<file path="src/rtl/pm_pkg.sv">
package pm_pkg;

  // Strobes from control to datapath
  typedef struct packed {
    logic load;   // capture width and start counting
    logic run;    // busy flag: counter enable and pulse output
  } pmCmd_t;

  // Status from datapath to control
  typedef struct packed {
    logic termCnt;    // counter top bit: end of count reached
    logic widthZero;  // programmed width is zero
  } pmStat_t;

endpackage

</file>
<file path="src/rtl/pm_ctrl.sv">
module pm_ctrl
  import pm_pkg::*;
#(
  parameter int SYNC_STAGES = 2
) (
  input  logic    clk,
  input  logic    rstN,
  input  logic    trigIn,
  input  pmStat_t stat,
  output pmCmd_t  cmd
);

  localparam int SYNC_LAST = SYNC_STAGES - 1;

  logic [SYNC_LAST:0] syncReg;
  logic               trigPrev;
  logic               edgeStrobe;
  logic               runFlag;
  logic               loadNow;

  // Synchroniser shift register
  always_ff @(posedge clk or negedge rstN) begin
    if (!rstN) begin
      syncReg  <= '0;
      trigPrev <= 1'b0;
    end else begin
      syncReg  <= {syncReg[SYNC_LAST-1:0], trigIn};
      trigPrev <= syncReg[SYNC_LAST];
    end
  end

  assign edgeStrobe = syncReg[SYNC_LAST] & ~trigPrev;

  // Edges while busy or with zero width are dropped
  assign loadNow = edgeStrobe & ~runFlag & ~stat.widthZero;

  always_ff @(posedge clk or negedge rstN) begin
    if (!rstN) begin
      runFlag <= 1'b0;
    end else if (loadNow) begin
      runFlag <= 1'b1;
    end else if (runFlag && stat.termCnt) begin
      runFlag <= 1'b0;
    end
  end

  assign cmd.load = loadNow;
  assign cmd.run  = runFlag;

  // A pulse only ends once the datapath reports end of count
  AST_END_AT_TERMINAL: assert property (@(posedge clk) disable iff (!rstN)
    $fell(runFlag) |-> $past(stat.termCnt));

  // Busy flag never rises without a detected edge
  AST_START_ON_EDGE: assert property (@(posedge clk) disable iff (!rstN)
    $rose(runFlag) |-> $past(edgeStrobe));

  // A zero width never starts a pulse
  AST_ZERO_NO_PULSE: assert property (@(posedge clk) disable iff (!rstN)
    (edgeStrobe && !runFlag && stat.widthZero) |=> !runFlag);

  // An edge during a pulse cannot extend it past the terminal count
  AST_BUSY_IGNORES_EDGE: assert property (@(posedge clk) disable iff (!rstN)
    (runFlag && stat.termCnt && edgeStrobe) |=> !runFlag);

endmodule

</file>
<file path="src/rtl/pm_dpath.sv">
module pm_dpath
  import pm_pkg::*;
#(
  parameter int WIDTH_BITS = 8
) (
  input  logic                  clk,
  input  logic                  rstN,
  input  logic [WIDTH_BITS-1:0] widthIn,
  input  pmCmd_t                cmd,
  output pmStat_t               stat
);

  localparam int CNT_W = WIDTH_BITS + 1;
  localparam int MSB   = CNT_W - 1;

  logic [CNT_W-1:0] cnt;
  logic [CNT_W-1:0] loadVal;

  // Load width-2: counting through zero into the sign bit gives width high cycles
  assign loadVal = {1'b0, widthIn} - CNT_W'(2);

  always_ff @(posedge clk or negedge rstN) begin
    if (!rstN) begin
      cnt <= '1;
    end else if (cmd.load) begin
      cnt <= loadVal;
    end else if (cmd.run && !cnt[MSB]) begin
      cnt <= cnt - CNT_W'(1);
    end
  end

  assign stat.termCnt   = cnt[MSB];
  assign stat.widthZero = (widthIn == '0);

  // While busy and not terminal the counter steps down by one
  AST_DECREMENT: assert property (@(posedge clk) disable iff (!rstN)
    (cmd.run && !cmd.load && !cnt[MSB]) |=> (cnt == $past(cnt) - CNT_W'(1)));

  // Idle: counter frozen at its terminal value
  AST_IDLE_FROZEN: assert property (@(posedge clk) disable iff (!rstN)
    (!cmd.run && !cmd.load) |=> $stable(cnt));

  AST_IDLE_TERMINAL: assert property (@(posedge clk) disable iff (!rstN)
    !cmd.run |-> cnt[MSB]);

  // Width input only matters on a load
  AST_WIDTH_SAMPLED_ONCE: assert property (@(posedge clk) disable iff (!rstN)
    (cmd.run && !cmd.load && !cnt[MSB]) |=> !cnt[MSB] || ($past(cnt) == '0));

endmodule

</file>
<file path="src/rtl/pulse_mono.sv">
module pulse_mono
  import pm_pkg::*;
#(
  parameter int WIDTH_BITS  = 8,
  parameter int SYNC_STAGES = 2
) (
  input  logic                  clk,
  input  logic                  rstN,
  input  logic                  trigIn,
  input  logic [WIDTH_BITS-1:0] widthIn,
  output logic                  pulseOut
);

  pmCmd_t  cmd;
  pmStat_t stat;

  pm_ctrl #(.SYNC_STAGES(SYNC_STAGES)) uCtrl (
    .clk    (clk),
    .rstN   (rstN),
    .trigIn (trigIn),
    .stat   (stat),
    .cmd    (cmd)
  );

  pm_dpath #(.WIDTH_BITS(WIDTH_BITS)) uDpath (
    .clk     (clk),
    .rstN    (rstN),
    .widthIn (widthIn),
    .cmd     (cmd),
    .stat    (stat)
  );

  assign pulseOut = cmd.run;

  // Pulse is low whenever reset has just been applied
  AST_RESET_LOW: assert property (@(posedge clk)
    !rstN |=> !pulseOut);

endmodule

</file>
<file path="config.mk">
export PLATFORM = sky130hd
export DESIGN_NAME = pulse_mono
export DESIGN_NICKNAME = d
export VERILOG_FILES = /design/src/rtl/pm_pkg.sv /design/src/rtl/pm_ctrl.sv /design/src/rtl/pm_dpath.sv /design/src/rtl/pulse_mono.sv
export SDC_FILE = /design/constraint.sdc
export NUM_CORES = 1
export LEC_CHECK = 0
export BUFFER_PORTS_ARGS = -buffer_cell sky130_fd_sc_hd__buf_4
export CAP_MARGIN = 5
export CELL_PAD_IN_SITES_DETAIL_PLACEMENT = 1
export CELL_PAD_IN_SITES_GLOBAL_PLACEMENT = 2
export CORE_UTILIZATION = 34
export DETAILED_ROUTE_END_ITERATION = 12
export PLACE_DENSITY = 0.73
export SYNTH_ARGS = -nofsm -noshare
export SYNTH_HDL_FRONTEND = slang
export SYNTH_SLANG_ARGS = --single-unit
</file>
<file path="constraint.sdc">
create_clock -name clk -period 2.05 [get_ports clk]
set_input_delay 0.41 -clock clk [delete_from_list [all_inputs] [get_ports clk]]
set_output_delay 0.41 -clock clk [all_outputs]
set_load 0.005 [all_outputs]
</file>
==> results.json <==
{
  "pwr-share-seq": 0.476,
  "cp_cell_sequence": "inv_1, ha_1, nor3b_1, nor4b_1, xnor2_1, mux2i_1",
  "finalCriticalPeriod_ns": 1.61,
  "dieArea_um2": 2360,
  "via_per_inst": 4.97,
  "synth_area_um2": 738,
  "setup.worst_path.start_class": "flip-flop",
  "grt_util_all_layers": 0.160,
  "grt_pass1_vias": 618,
  "multi_input_area_um2": 387,
  "power.internal_uw": 702,
  "critPathKind": "reg -> reg",
  "timing.hold.ws_ns": 0.237,
  "tightest_slew_ns": 0.416,
  "syn-instance-count": 71,
  "synth.net_count": 84,
  "routed_wl_um": 1550,
  "clkLatencyLatePin_ns": 0.28,
  "fin_skew_ns": 0.00285,
  "antenna_found_initial": 0,
  "ys_seq_area_frac": 0.456,
  "postCtsSetupBuffers": 0,
  "cts_tree": "yes",
  "antenna_left": 0,
  "yosys_warnings": 0,
  "hold_path_class": "in -> reg",
  "die_x_um": 48.6,
  "power.switching_uw": 390,
  "drt_iter0_markers": 3,
  "core_area_um2": 2000,
  "clockRootBuffer": "clkbuf_4",
  "synth_edf_count": 0,
  "layout_commonest_cell": "buf_4",
  "ys_seq_elements": 13,
  "fillCellCount": 234,
  "ff_latch_area_um2": 337,
  "hold_viol": 0,
  "row_count": 16,
  "r2r_cells": 6,
  "min_from": "trigIn",
  "critPathSlowestCell": "dfstp_2",
  "maxCapViolCount": 0,
  "cts_made_buffers": 3,
  "min_to": "uCtrl.syncReg[0]",
  "routedWlPerCell_um": 13.5,
  "cp.required_ns": 2.26,
  "setup_viol": 0,
  "switching_share": 0.357,
  "combPwrFrac": 0.377,
  "rr_startpoint": "uDpath.cnt[1]",
  "syn2layout_area_growth_pct": 21.7,
  "clk_path_buf_depth": 2,
  "synth_top_area_frac": 0.320,
  "vias": 572,
  "slew_violations": 0,
  "rsz0062_at_grt": "false",
  "outcome": "finished clean",
  "r2r-end": "uDpath.cnt[6]",
  "ys.flop_type": "dfstp_2",
  "cp_slowest_stage_delay_ns": 0.38,
  "synth_top_area_cell": "dfstp_2",
  "grt_overflow": 0,
  "max_freq_ghz": 0.622,
  "postSynth.asyncResetShare": 1.00,
  "slew_headroom": 0.721,
  "end_kind": "flip-flop",
  "place_area_um2": 862,
  "p_leak_uw": 0.000369,
  "ios": 12,
  "layout_common_cells": "buf_4, dfstp_2, xnor2_1, nand2_1, nor2_1",
  "antenna_cells": 0,
  "tns_ns": 0,
  "grt_max_degree": 14,
  "clk_pin_slew_worst_paths_ns": 0.08,
  "cp.arrival_ns": 1.82,
  "cts.sinks": 13,
  "syn_area_per_cell_um2": 10.4,
  "drive_gt1_frac": 0.318,
  "power_frac_clock": 0.147,
  "start_util": 0.369,
  "drc_errors": 0,
  "finalCritPeriodShare": 0.785,
  "grt_pass1_wl_um": 2750,
  "place_hpwl_um": 1230,
  "path_max_fanout": 3,
  "ir_worst_vdd_v": 0.000380,
  "powerDensity_nw_per_um2": 1220,
  "synth.area.top_cells": "dfstp_2, dfrtp_1, xnor2_1, xor2_1, mux2i_1",
  "fin_nets": 102,
  "r2r_slack_ns": 0.44,
  "die_h_um": 48.6,
  "min_path_cells": 1,
  "portBuffers": 11,
  "h-tree-depth": 1,
  "postLayoutCellArea_um2": 898,
  "first_pass_iters": 4,
  "finalWeightedCongestion": 0.713,
  "synth_cell_types": 27
}
-- state kept, by name, indices dropped and copies added (netlist names) --
signal and flops:
uCtrl.runFlag 1, uCtrl.syncReg 2, uCtrl.trigPrev 1, uDpath.cnt 9
-- repair_timing --
action / in CTS / in global routing
hold buffers: 1 / 0
hold endpoints to repair: 4 / 0
resized for setup: 0 / 0
-- stage by stage --
stage / instances / total power [µW] / util / worst slack [ns]
CTS: 115 / 1100 / 0.449 / 0.391
floorplan: 71 / 799 / - / 0.511
global placement: 110 / 932 / 0.431 / 0.299
detailed placement: 110 / 933 / 0.431 / 0.310
global route: 115 / 1180 / 0.449 / 0.254
finish: 115 / 1090 / 0.449 / 0.441
-- layer usage --
metal  GRT usage  routed length (µm)  part of all wire
met1       0.191                 727              0.47
met2       0.265                 754              0.49
met3      0.0189                  37             0.024
met4       0.118                  34             0.022
met5           0                   0                 0
-- how the worst max path moves through the flow --
stage | slack [ns] | end | cells after the start | start
6_report | 0.44 | uDpath.cnt[6] | 6 | uDpath.cnt[1]
2_1_floorplan | 0.51 | uDpath.cnt[3] | 4 | widthIn[1]
3_3_place_gp | 0.30 | uDpath.cnt[1] | 5 | widthIn[1]
3_5_place_dp | 0.31 | uDpath.cnt[3] | 5 | widthIn[1]
4_1_cts | 0.39 | uDpath.cnt[6] | 6 | uDpath.cnt[0]
5_1_grt | 0.25 | uDpath.cnt[6] | 6 | uDpath.cnt[1]
-- synth_stat cells, types with 2 or more instances --
library cell,n
xor2_1,5
nor3b_1,3
or4_4,2
dfstp_2,9
ha_1,2
xnor2_1,6
nand2_1,6
nand4_1,2
a21oi_1,4
inv_1,4
nor2_1,6
o21ai_1,2
dfrtp_1,4
mux2i_1,3
-- power groups by stage --
stage	clock [µW]	sequential, µW	combinational, µW
floorplan	0	501	298
global placement	0	524	408
detailed placement	0	524	409
CTS	163	521	418
global route	171	534	473
finish	161	520	412
-- worst max-delay path: cells and delay by family (launching register included) --
| family | cells | cell delay [ns] |
|---|---|---|
| and+or+nand+nor | 2 | 0.67 |
| DFF | 1 | 0.38 |
| xor gates and xnor gates | 1 | 0.17 |
| adders and majority gates | 1 | 0.16 |
| muxes | 1 | 0.09 |
| buffers and inverters | 1 | 0.07 |
-- final cells by class --
class	instances	area share
Inverter	4	0.0167
Clock buffer	4	0.0292
Sequential cell	13	0.375
Timing Repair Buffer	13	0.111
Multi-Input combinational cell	54	0.430
Tap cell	27	0.0376
-- logic make-up after synthesis --
family	count (synthesis)	share of synthesized area
DFF	13	0.456
buffers and inverters	4	0.0203
and+or+nand+nor	25	0.193
muxes	3	0.0407
xor gates and xnor gates	11	0.131
adders and majority gates	2	0.0339
AOI/OAI and AO/OA	13	0.125
Note: power is estimated with default switching activity, not from simulation.
